$ cat src/rtl/phy_tp_pkg.sv
package phy_tp_pkg;

    // Field layout of the test-input word (decoded by the PHY).
    localparam int ADDR_W  = 5;
    localparam int DAT_W   = 8;
    localparam int ADDR_LO = 1;
    localparam int DAT_LO  = ADDR_LO + ADDR_W;
    localparam int WORD_W  = DAT_LO + DAT_W;

    // Read pacing.
    localparam int SETTLE_READS = 2;
    localparam int FETCH_READS  = SETTLE_READS + 1;
    localparam int CNT_W        = $clog2(FETCH_READS + 1);

    localparam logic [DAT_W-1:0] RD_MARK = DAT_W'(1);

    typedef struct packed {
        logic [DAT_W-1:0]  dat;
        logic [ADDR_W-1:0] adr;
        logic              we;
    } tp_word_t;

    typedef struct packed {
        logic [ADDR_W-1:0] adr;
        logic [DAT_W-1:0]  mask;
        logic [DAT_W-1:0]  val;
    } rmw_cmd_t;

    typedef enum logic [2:0] {
        PH_IDLE,
        PH_FETCH,
        PH_WR_LO,
        PH_WR_HI,
        PH_WR_END,
        PH_CONFIRM
    } phase_e;

    typedef enum logic [1:0] {
        PC_IDLE,
        PC_STB,
        PC_WAIT
    } pace_e;

    function automatic tp_word_t read_word(input logic [ADDR_W-1:0] adr);
        tp_word_t w;
        w.dat = RD_MARK;
        w.adr = adr;
        w.we  = 1'b0;
        return w;
    endfunction

    function automatic tp_word_t data_word(input logic [ADDR_W-1:0] adr,
                                           input logic [DAT_W-1:0]  dat);
        tp_word_t w;
        w.dat = dat;
        w.adr = adr;
        w.we  = 1'b0;
        return w;
    endfunction

    function automatic logic [DAT_W-1:0] merge_bits(input logic [DAT_W-1:0] old,
                                                    input logic [DAT_W-1:0] mask,
                                                    input logic [DAT_W-1:0] val);
        return (old & ~mask) | (val & mask);
    endfunction

endpackage

$ cat src/rtl/phy_tp_pacer.sv
module phy_tp_pacer
    import phy_tp_pkg::*;
(
    input  logic             clk,
    input  logic             rst,
    input  logic             go,
    input  logic [CNT_W-1:0] reads,
    output logic             rd_stb,
    output logic             fin
);

    pace_e            state_q;
    logic [CNT_W-1:0] left_q;

    always_ff @(posedge clk) begin
        if (rst) begin
            state_q <= PC_IDLE;
            left_q  <= '0;
        end else begin
            case (state_q)
                PC_IDLE: begin
                    if (go) begin
                        state_q <= PC_STB;
                        left_q  <= reads;
                    end
                end
                PC_STB: begin
                    state_q <= PC_WAIT;
                    left_q  <= left_q - CNT_W'(1);
                end
                PC_WAIT: begin
                    state_q <= (left_q == '0) ? PC_IDLE : PC_STB;
                end
                default: state_q <= PC_IDLE;
            endcase
        end
    end

    // Strobe in one cycle, response valid in the next (WAIT).
    assign rd_stb = (state_q == PC_STB);
    assign fin    = (state_q == PC_WAIT) && (left_q == '0);

endmodule

$ cat src/rtl/phy_tp_seq.sv
module phy_tp_seq
    import phy_tp_pkg::*;
(
    input  logic             clk,
    input  logic             rst,
    input  logic             start,
    input  rmw_cmd_t         cmd,
    input  logic             fin,
    input  logic [DAT_W-1:0] rd_low,
    output logic             go,
    output logic [CNT_W-1:0] reads,
    output tp_word_t         word,
    output logic             done
);

    phase_e           phase_q;
    rmw_cmd_t         cmd_q;
    tp_word_t         word_q;
    logic             go_q;
    logic [CNT_W-1:0] reads_q;
    logic             done_q;

    always_ff @(posedge clk) begin
        if (rst) begin
            phase_q <= PH_IDLE;
            cmd_q   <= '0;
            word_q  <= '0;
            go_q    <= 1'b0;
            reads_q <= '0;
            done_q  <= 1'b0;
        end else begin
            go_q   <= 1'b0;
            done_q <= 1'b0;
            case (phase_q)
                PH_IDLE: begin
                    if (start) begin
                        cmd_q   <= cmd;
                        word_q  <= read_word(cmd.adr);
                        reads_q <= CNT_W'(FETCH_READS);
                        go_q    <= 1'b1;
                        phase_q <= PH_FETCH;
                    end
                end
                PH_FETCH: begin
                    if (fin) begin
                        word_q  <= data_word(cmd_q.adr,
                                             merge_bits(rd_low, cmd_q.mask, cmd_q.val));
                        reads_q <= CNT_W'(SETTLE_READS);
                        go_q    <= 1'b1;
                        phase_q <= PH_WR_LO;
                    end
                end
                PH_WR_LO: begin
                    if (fin) begin
                        word_q.we <= 1'b1;
                        go_q      <= 1'b1;
                        phase_q   <= PH_WR_HI;
                    end
                end
                PH_WR_HI: begin
                    if (fin) begin
                        word_q.we <= 1'b0;
                        go_q      <= 1'b1;
                        phase_q   <= PH_WR_END;
                    end
                end
                PH_WR_END: begin
                    if (fin) begin
                        word_q  <= read_word(cmd_q.adr);
                        reads_q <= CNT_W'(FETCH_READS);
                        go_q    <= 1'b1;
                        phase_q <= PH_CONFIRM;
                    end
                end
                PH_CONFIRM: begin
                    if (fin) begin
                        done_q  <= 1'b1;
                        phase_q <= PH_IDLE;
                    end
                end
                default: phase_q <= PH_IDLE;
            endcase
        end
    end

    assign go    = go_q;
    assign reads = reads_q;
    assign word  = word_q;
    assign done  = done_q;

endmodule

$ cat src/rtl/phy_tp_rmw.sv
module phy_tp_rmw
    import phy_tp_pkg::*;
#(
    parameter int OUT_W = 32
) (
    input  logic              clk,
    input  logic              rst,
    input  logic              start,
    input  logic [ADDR_W-1:0] reg_addr,
    input  logic [DAT_W-1:0]  reg_mask,
    input  logic [DAT_W-1:0]  reg_value,
    output logic              done,
    output logic [WORD_W-1:0] tp_in,
    output logic              tp_rd_stb,
    input  logic [OUT_W-1:0]  tp_rd_data
);

    rmw_cmd_t         cmd;
    tp_word_t         word;
    logic             go;
    logic             fin;
    logic [CNT_W-1:0] reads;

    assign cmd.adr  = reg_addr;
    assign cmd.mask = reg_mask;
    assign cmd.val  = reg_value;

    generate
        if (OUT_W > DAT_W) begin : g_wide
            logic unused_hi;
            assign unused_hi = ^tp_rd_data[OUT_W-1:DAT_W];
        end
    endgenerate

    phy_tp_seq u_seq (
        .clk    (clk),
        .rst    (rst),
        .start  (start),
        .cmd    (cmd),
        .fin    (fin),
        .rd_low (tp_rd_data[DAT_W-1:0]),
        .go     (go),
        .reads  (reads),
        .word   (word),
        .done   (done)
    );

    phy_tp_pacer u_pacer (
        .clk    (clk),
        .rst    (rst),
        .go     (go),
        .reads  (reads),
        .rd_stb (tp_rd_stb),
        .fin    (fin)
    );

    assign tp_in = word;

endmodule

$ cat config.mk
export PLATFORM = sky130hd
export DESIGN_NAME = phy_tp_rmw
export DESIGN_NICKNAME = d
export VERILOG_FILES = /design/src/rtl/phy_tp_pkg.sv /design/src/rtl/phy_tp_pacer.sv /design/src/rtl/phy_tp_seq.sv /design/src/rtl/phy_tp_rmw.sv
export SDC_FILE = /design/constraint.sdc
export NUM_CORES = 1
export LEC_CHECK = 0
export ABC_AREA = 0
export BUFFER_PORTS_ARGS = -buffer_cell sky130_fd_sc_hd__buf_2
export CAP_MARGIN = 20
export CORE_MARGIN = 4
export CORE_UTILIZATION = 52
export DETAILED_ROUTE_END_ITERATION = 10
export GPL_TIMING_DRIVEN = 0
export HOLD_SLACK_MARGIN = 0.1
export MAX_ROUTING_LAYER = met4
export PLACE_DENSITY = 0.83
export SYNTH_ARGS = -nofsm -noshare
export SYNTH_HDL_FRONTEND = slang
export SYNTH_SLANG_ARGS = --single-unit
$ cat constraint.sdc
create_clock -name clk -period 4.7 [get_ports clk]
set_input_delay 0.705 -clock clk [delete_from_list [all_inputs] [get_ports clk]]
set_output_delay 0.705 -clock clk [all_outputs]
set_load 0.01 [all_outputs]
==> results of run 1 <==
## power groups by stage
stage,combinational (W),clock [W],sequential [W]
after floorplan,0.0000821,0,0.000438
final,0.000128,0.000241,0.000428
after global placement,0.000125,0,0.000436
after detailed placement,0.000128,0,0.000437
after CTS,0.000129,0.000244,0.000428
after global routing,0.000142,0.000260,0.000431
## worst max-delay path: cells and delay by family (launching register included)
| family | cells | cell delay [ns] |
|---|---|---|
| buffers and inverters | 2 | 0.25 |
| AND/OR/NAND/NOR | 1 | 0.21 |
| flip-flops | 1 | 0.35 |
## cell usage after synthesis, drive strengths merged, types with 4 or more instances
cell type  instances  share of area [%]
a21oi             37                9.3
buf               12                4.7
clkbuf             5               0.95
dfxtp             46                 46
inv                4               0.76
mux2               7                4.0
mux2i              8                4.0
nand2             52                9.8
nand3              7                1.8
nor2              10                2.0
nor3               4                1.0
o21ai              9                2.3
## kinds of logic after synthesis
kind of cell / count (synthesis) / synth area share (%)
adders and majority gates: 1 / 0.631
AOI/OAI and AO/OA: 56 / 17.6
xor gates and xnor gates: 2 / 1.26
buffers and inverters: 21 / 6.38
muxes: 15 / 8.02
DFF: 46 / 46.5
and+or+nand+nor: 85 / 19.6
## layout by cell type, fill, tap and decap left out, drive strengths merged, types with 2 or more instances in the layout
cell    synthesis  layout
clkinv          0       2
a21oi          37      37
nand3           7       7
buf            12      59
clkbuf          5      10
nand3b          2       2
inv             4       4
nor2           10      10
mux2i           8       8
o21ai           9       9
nor3            4       4
a22oi           2       2
mux2            7       7
and2            2       2
nand2          52      52
dfxtp          46      46
## layer usage
| metal | up-vias | part of all wire (%) | GRT usage (%) |
|---|---|---|---|
| met5 | - | 0 | - |
| met2 | 48 | 50 | 31.1 |
| li1 | 877 | - | - |
| met4 | 0 | 1.6 | 7.02 |
| met3 | 8 | 5.9 | 4.78 |
| met1 | 819 | 43 | 23.3 |
## final cells by class
| cell class | instances | area share [%] |
|---|---|---|
| Multi-Input combinational cell | 159 | 39.5 |
| Sequential cell | 46 | 38.9 |
| Timing Repair Buffer | 47 | 9.94 |
| Buffer | 17 | 4.70 |
| Clock buffer | 5 | 2.91 |
| Tap cell | 48 | 2.54 |
| Clock inverter | 3 | 0.899 |
| Inverter | 4 | 0.634 |
## state kept, by name, summed over array words and instances (netlist names)
signal and count:
u_seq.phase_q 3, u_seq.word 14, u_seq.done 1, u_seq.go 1
u_pacer.left_q 2, u_seq.reads 2, u_pacer.state_q 2, u_seq.cmd_q 21
## final timing paths
path	from	end	slack (ns)	cells after the start
hold reg to reg	u_seq.word[13]	u_seq.word[13]	0.46	2
setup / recovery	u_pacer.state_q[1]	tp_rd_stb	2.89	3
setup reg to reg	u_seq.phase_q[1]	u_seq.word[9]	3.00	4
hold / removal	u_seq.word[13]	u_seq.word[13]	0.46	2
## per-stage QoR
step | instance area, sq um | std cells
3_5_place_dp | 2280 | 321
2_1_floorplan | 1980 | 226
4_1_cts | 2370 | 329
5_1_grt | 2370 | 329
6_report | 2370 | 329
3_3_place_gp | 2280 | 321
==> results by group, run 1 <==
Floorplan
  • Core area: 0.00366 sq mm
  • Die height: 69.7 um
  • Die ar.: 0.00486 sq mm
  • Initial Util: 54.1%
  • Width of the die: 69.7 um
  • Row count: 22
  • Top-Level Pins: 72

Drt
  • Final WL: 4510 um
  • DR vias/cell: 5.33
  • WL per Instance: 13.7 um
  • First DRT Iteration DRCs: 88
  • ANT nets after route: 0
  • DRC Markers: 0
  • Via Count: 1,752
  • 1st-pass router iterations: 5

Power and ir drop
  • Internal power: 0.000576 W
  • Clock share of power: 30.2%
  • Combinational Power Share: 16.1%
  • Worst ir drop on vdd: 268 uV
  • Net Switching: 0.000220 W
  • P_leak: 0.987 nW
  • Pwr dens: 337 mW/mm^2
  • Final Power: 0.000797 W
  • Sequential power share: 53.7%
  • Sw Share: 27.6%

Clock network
  • TritonCTS clock tree: done
  • Post-CTS Repair Setup Buffers: 0
  • CTS Root Cell: clkbuf_8
  • Reg clk slew, reported paths: 0.08 ns
  • # hold bufs at CTS: 0
  • Clock buffer count from CTS: 5
  • H-tree level count: 2
  • Worst-case clock buffer depth: 2
  • Latest clock arrival within the worst-skew pair: 0.30 ns
  • Number of gates resized after cts: 0
  • Clock sink total: 46

Layout
  • Diodes inserted: 0
  • Area grow syn2layout: 19.4%
  • Register area: 921 sq um
  • Util after Layout: 64.7%
  • Multi-input logic area: 935 sq um
  • Ratio of cells with drive above 1 in the final layout: 29.9%
  • Nets: 337
  • Fillers: 331

Critical path
  • Worst setup EP type: output pin
  • WP data required: 3.99 ns
  • CP cell instances: buf_8, and2b_2, buf_2
  • Max stage delay on crit path: 0.35 ns
  • CP arrival: 1.11 ns
  • Crit start category: flip-flop
  • Worst setup path class: reg -> out
  • CP max stage cell: dfxtp_1
  • Maximum fanout along the worst path: 8

STA
  • Worst slew pin tran: 0.772 ns
  • Relative slew slack: 48.3%
  • Final Hold Viols: 0
  • Final hold slack: 0.458 ns
  • RSZ-0062 raised after global routing: false
  • Clock skew: 0.00685 ns
  • Setup TNS: 0 ns
  • Fin worst setup slack: 2.89 ns
  • Fin crit share: 38.5%
  • Setup violations, final: 0
  • FMAX: 0.552 GHz
  • Pins Over Slew Limit: 0
  • Fin crit period: 1.81 ns

Global route
  • Grt ovf: 0
  • Total GRT Usage: 19.3%
  • Largest net degree at the start of global routing: 16
  • First-pass GRT wire length: 7380 um
  • Vias in the first global route: 1,658
  • Initial antenna violation count: 0

Yosys
  • Post-Syn Area per Cell: 8.77 sq um
  • Async S/R FF share, synth: 0%
  • Post-synthesis sequential area ratio: 46.5%
  • Ys Warns: 0
  • Prevailing post-synth register cell: dfxtp_1
  • Mapped Area: 0.00198 sq mm
  • Gate count of the mapped netlist: 226
  • Mapped Nets: 283
  • EDFF count, synth: 0
  • Yosys cell types: 39
  • Number of synthesized register bits: 46

Run status
  • Status: finished clean

Placement
  • Place WS: 2.80 ns
  • Hpwl dp: 3190 um
  • Placer Congestion: 0.839
  • Port Buf Inserts: 47

Min path
  • Worst min path class: reg -> reg

Job
  • Reported max-cap violation count: 0
Note: power is estimated with default switching activity, not from simulation.
==> inputs of run 2 (changes only) <==
CORE_UTILIZATION = 49   (was 52)
PLACE_DENSITY = 0.79   (was 0.83)
clock period = 1.7 ns   (was 4.7 ns; I/O delays follow)
==> results by group, run 2 (synthesis results as in run 1) <==
Run status
  • Status: finished clean

Layout
  • Nets: 337
  • Area grow syn2layout: 19.7%
  • Diodes inserted: 0
  • Register area: 922 sq um
  • Most frequent cells in the layout: buf_2 (52), nand2_1 (52), dfxtp_1 (45), a21oi_1 (37), nor2_1 (9)
  • Multi-input logic area: 941 sq um
  • Top reg by flops: u_seq.cmd_q
  • Ratio of cells with drive above 1 in the final layout: 30.2%
  • Fillers: 333
  • Largest register FFs: 21
  • Final Cell Area: 0.00237 sq mm

STA
  • Fin crit share: 94.4%
  • Setup violations, final: 0
  • RSZ-0062 raised after global routing: false
  • FMAX: 0.623 GHz
  • Clock skew: 0.00430 ns
  • Worst slew pin tran: 0.528 ns
  • Final Hold Viols: 0
  • Fin crit period: 1.61 ns
  • Setup TNS: 0 ns
  • Pins Over Slew Limit: 0
  • Relative slew slack: 64.7%
  • Fin worst setup slack: 0.0948 ns

Clock network
  • Reg clk slew, reported paths: 0.08 ns
  • H-tree level count: 2
  • Clock sink total: 46
  • TritonCTS clock tree: done
  • CTS Root Cell: clkbuf_8
  • Worst-case clock buffer depth: 2
  • Clock buffer count from CTS: 5
  • Latest clock arrival within the worst-skew pair: 0.30 ns

Floorplan
  • Core area: 0.00377 sq mm
  • Die ar.: 0.00513 sq mm
  • Top-Level Pins: 72
  • Row count: 22
  • Width of the die: 71.6 um
  • Die height: 71.6 um
  • Initial Util: 52.6%

Job
  • Reported max-cap violation count: 0

Global route
  • Met3 usage: 5.61%
  • Initial antenna violation count: 0
  • Grt ovf: 0
  • GR Util met2: 29.0%
  • Vias in the first global route: 1,632
  • Busiest layer in global routing: met2
  • Total GRT Usage: 19.2%
  • First-pass GRT wire length: 7490 um
  • M1 GR Usage: 24.9%
  • Largest net degree at the start of global routing: 15

Drt
  • ANT nets after route: 0
  • WL per Instance: 13.8 um
  • DRC Markers: 0
  • First DRT Iteration DRCs: 74
  • Via Count: 1,714
  • DR vias/cell: 5.21
  • Final WL: 4530 um
  • 1st-pass router iterations: 4

Placement
  • Placer Congestion: 0.735
  • Hpwl dp: 3190 um
  • Port Buf Inserts: 47
  • Place WS: 0.0450 ns
  • DP Area: 0.00228 sq mm

Power and ir drop
  • P_leak: 0.991 nW
  • Pwr dens: 930 mW/mm^2
  • Worst ir drop on vdd: 575 uV

Critical path
  • Crit start category: flip-flop
  • CP arrival: 1.80 ns
  • WP data required: 1.90 ns
  • Worst setup EP type: flip-flop
  • Worst setup path class: reg -> reg
  • Maximum fanout along the worst path: 10

Min path
  • Worst min path class: in -> reg
==> run 2: cell types whose count changed in the layout (fill, tap and decap cells not counted), sizes merged <==
| cell | change |
|---|---|
| clkinvlp | -1 |
| clkbuf | +1 |
==> run 2: final timing paths <==
path | start | to | slack (ns) | depth (start not counted)
worst min-delay path | rst | u_seq.word[0] | 0.15 | 2
worst max register to register | u_pacer.left_q[0] | u_seq.word[4] | 0.09 | 8
worst max-delay path | u_pacer.left_q[0] | u_seq.word[4] | 0.09 | 8
worst min register to register | u_seq.word[10] | u_seq.word[10] | 0.45 | 2
==> run 2: report_power, final <==
group,internal (W),switching (W)
Sequential,0.00115,0.0000366
Combinational,0.000161,0.000197
Clock,0.000290,0.000375
Total,0.00160,0.000609
==> run 2: worst max-delay path, cell delays in order (launching register included) <==
cell and delay, ns:
dfxtp_2 0.34, inv_1 0.04, ha_1 0.21, and3b_1 0.18
buf_6 0.13, o211a_4 0.27, buf_6 0.15, o21ai_0 0.13
a21oi_1 0.05
==> run 2: metal layers <==
| metal | vias up | routed length [um] |
|---|---|---|
| li1 | 875 | - |
| met1 | 788 | 2090 |
| met2 | 44 | 2120 |
| met3 | 7 | 264 |
| met4 | 0 | 55 |
| met5 | - | 0 |
==> run 2: through the flow <==
stage / hold slack [ns] / utilization [%] / total power [W] / cells
final: 0.148 / 62.9 / 0.00221 / 329
after global routing: 0.154 / 62.9 / 0.00231 / 329
after CTS: 0.141 / 62.7 / 0.00222 / 329
after detailed placement: 0.446 / 60.4 / 0.00156 / 321
after global placement: 0.438 / 60.4 / 0.00155 / 321
after floorplan: 0.331 / - / 0.00144 / 226
==> run 2: cell type report <==
type / count / area share [%]
Tap cell: 48 / 2.53
Clock inverter: 2 / 0.580
Clock buffer: 6 / 3.06
Timing Repair Buffer: 47 / 9.92
Sequential cell: 46 / 38.9
Multi-Input combinational cell: 159 / 39.7
Buffer: 17 / 4.75
Inverter: 4 / 0.633
==> run 2: timing repair <==
action,in CTS,in global routing
endpoints found under the setup margin,0,12
setup buffers,0,0
hold buffers,0,0
gates resized for setup,0,6
==> inputs of run 3 (changes only) <==
ABC_CLOCK_PERIOD_IN_PS = 1700   (was not set)
CTS_CLUSTER_SIZE = 25   (was not set)
SYNTH_HIERARCHICAL = 1   (was not set)
==> results by group, run 3 <==
STA
  • Setup TNS: 0 ns
  • Final Hold Viols: 0
  • Clock skew: 0.00534 ns
  • Pins Over Slew Limit: 0
  • Worst slew pin tran: 0.522 ns
  • Setup violations, final: 0
  • FMAX: 0.613 GHz
  • Relative slew slack: 65.2%
  • Fin crit share: 96.0%
  • Fin crit period: 1.63 ns

Yosys
  • EDFF count, synth: 0
  • Prevailing post-synth register cell: dfxtp_1
  • Yosys cell types: 39
  • Post-Syn Area per Cell: 8.52 sq um
  • Mapped Area: 0.00198 sq mm
  • Ys Warns: 6
  • Top cells by area, synth: dfxtp_1 (47%), a21oi_1 (11%), nand2_1 (10%)
  • Top cell type's share of synthesized area: 46.6%
  • Async S/R FF share, synth: 0%
  • Number of synthesized register bits: 46
  • Post-synth top cells: nand2_1 (53), dfxtp_1 (46), a21oi_1 (45), o21ai_0 (10)
  • Gate count of the mapped netlist: 232
  • Most common cell in the netlist: nand2_1
  • Cell accounting for the most synthesized area: dfxtp_1
  • Mapped Nets: 289
  • Post-synthesis sequential area ratio: 46.6%

Clock network
  • Worst-case clock buffer depth: 2
  • H-tree level count: 2
  • TritonCTS clock tree: done
  • CTS Root Cell: clkbuf_8
  • Clock buffer count from CTS: 5
  • Latest clock arrival within the worst-skew pair: 0.30 ns
  • Reg clk slew, reported paths: 0.08 ns
  • Clock sink total: 46

Critical path
  • Critical Path End: u_seq/word[3]
  • Worst setup path start: u_pacer/left_q[0]
  • WP depth: 9
  • Worst setup path class: reg -> reg
  • Reg2reg path depth: 9
  • Max stage delay on crit path: 0.31 ns
  • Buffers and inverters on the worst path: 2
  • WP data required: 1.87 ns
  • Reg-to-reg endpoint: u_seq/word[3]
  • Worst reg2reg startpoint: u_pacer/left_q[0]
  • Crit start category: flip-flop
  • Worst setup EP type: flip-flop
  • CP cell instances: inv_2, ha_2, nand2_1, nor2_2, buf_4, nand3b_1, o21a_4, nor2_4, a211oi_1
  • CP arrival: 1.80 ns
  • Setup slack, reg-to-reg: 0.07 ns
  • Top delay family on crit path: simple AND/OR/NAND/NOR gates
  • CP max stage cell: dfxtp_1
  • Maximum fanout along the worst path: 8

Layout
  • Area grow syn2layout: 25.9%
  • Top reg by flops: u_seq/cmd_q
  • Fillers: 329
  • Largest register FFs: 21
  • Most common cell after layout, fill and taps aside: nand2_1
  • Nets: 347
  • Finished Layout Cells: 339
  • Diodes inserted: 0
  • Final Cell Area: 0.00249 sq mm
  • Ratio of cells with drive above 1 in the final layout: 30.9%
  • Most frequent cells in the layout: nand2_1 (52), buf_2 (47), dfxtp_1 (46), a21oi_1 (45), o21ai_0 (10)

Floorplan
  • Die ar.: 0.00511 sq mm
  • Top-Level Pins: 72
  • Initial Util: 52.4%
  • Core area: 0.00377 sq mm
  • Die height: 71.5 um
  • Width of the die: 71.5 um
  • Row count: 22

Run status
  • Status: finished clean

Global route
  • Vias in the first global route: 1,565
  • Initial antenna violation count: 0
  • Total GRT Usage: 18.0%
  • Grt ovf: 0
  • Largest net degree at the start of global routing: 15
  • First-pass GRT wire length: 7020 um

Drt
  • First DRT Iteration DRCs: 99
  • 1st-pass router iterations: 4
  • DR vias/cell: 5.22
  • DRC Markers: 0
  • Final WL: 4470 um
  • Via Count: 1,769
  • WL per Instance: 13.2 um
  • ANT nets after route: 0

Power and ir drop
  • P_leak: 1.03 nW
  • Pwr dens: 996 mW/mm^2
  • Final Power: 0.00248 W
  • Worst ir drop on vdd: 670 uV

Placement
  • Placer Congestion: 0.833
  • Port Buf Inserts: 47
  • DP Area: 0.00227 sq mm
  • Hpwl dp: 3040 um
  • Placed Cells incl. Taps: 327

Job
  • Reported max-cap violation count: 0

Min path
  • Worst min path class: in -> reg
run 3: worst min path at each step:
stage | from | end | slack (ns) | depth (start not counted)
floorplan | rst | u_pacer/state_q[0] | 0.33 | 1
global placement | u_seq/cmd_q[7] | u_seq/cmd_q[7] | 0.44 | 2
detailed placement | u_seq/cmd_q[19] | u_seq/cmd_q[19] | 0.45 | 2
CTS | rst | u_pacer/state_q[0] | 0.17 | 2
global route | reg_value[1] | u_seq/cmd_q[1] | 0.18 | 3
finish | rst | u_pacer/state_q[0] | 0.18 | 2
run 3: kinds of logic after synthesis:
| family | share of synthesized area [%] |
|---|---|
| AO/OA/AOI/OAI | 19.9 |
| XOR/XNOR | 0.886 |
| adder cells (fa/ha/maj) | 0.633 |
| buffers and inverters | 5.76 |
| flip-flops | 46.6 |
| multiplexers | 8.29 |
| AND/OR/NAND/NOR | 18.0 |
run 3: worst reg2reg max path, stage by stage (launching register included):
cell      delay (ns)
dfxtp_1         0.31
inv_2           0.06
ha_2            0.17
nand2_1         0.07
nor2_2          0.12
buf_4           0.15
nand3b_1        0.14
o21a_4          0.20
nor2_4          0.19
a211oi_1        0.10
run 3: where the power goes:
part | leakage [nW] | switching, W | internal (W)
clock network | 0.0714 | 0.000365 | 0.000627
registers | 0.376 | 0.0000333 | 0.00114
logic | 0.586 | 0.000165 | 0.000151
run 3: area by class of cell:
type	instances	area (sq um)	share of cell area (%)
Multi-Input combinational cell	165	980	39.4
Clock buffer	6	82.6	3.32
Inverter	6	22.5	0.905
Tap cell	48	60.1	2.41
Timing Repair Buffer	51	269	10.8
Buffer	15	93.8	3.77
Clock inverter	2	60.1	2.41
Sequential cell	46	921	37.0
run 3: what timing repair did:
item,in CTS,in global routing
hold buffers,0,0
pin swaps,1,2
endpoints found under the setup margin,13,13
gates resized for setup,5,8
buffers inserted,3,1
run 3: metal layers:
| metal | routed length [um] | part of all wire (%) | track usage [%] |
|---|---|---|---|
| met5 | 0 | 0 | - |
| met4 | 80 | 1.8 | 8.14 |
| met1 | 2070 | 46 | 22.2 |
| met3 | 169 | 3.8 | 3.37 |
| met2 | 2140 | 48 | 28.7 |
run 3: stage by stage:
step                setup slack [ns]  hold slack [ns]  utilization (%)
finish                        0.0688            0.177             66.0
global route                 -0.0459            0.185             66.0
CTS                           0.0477            0.170             65.1
detailed placement            -0.299            0.446             60.3
global placement              -0.241            0.439             60.3
floorplan                      0.107            0.328                -
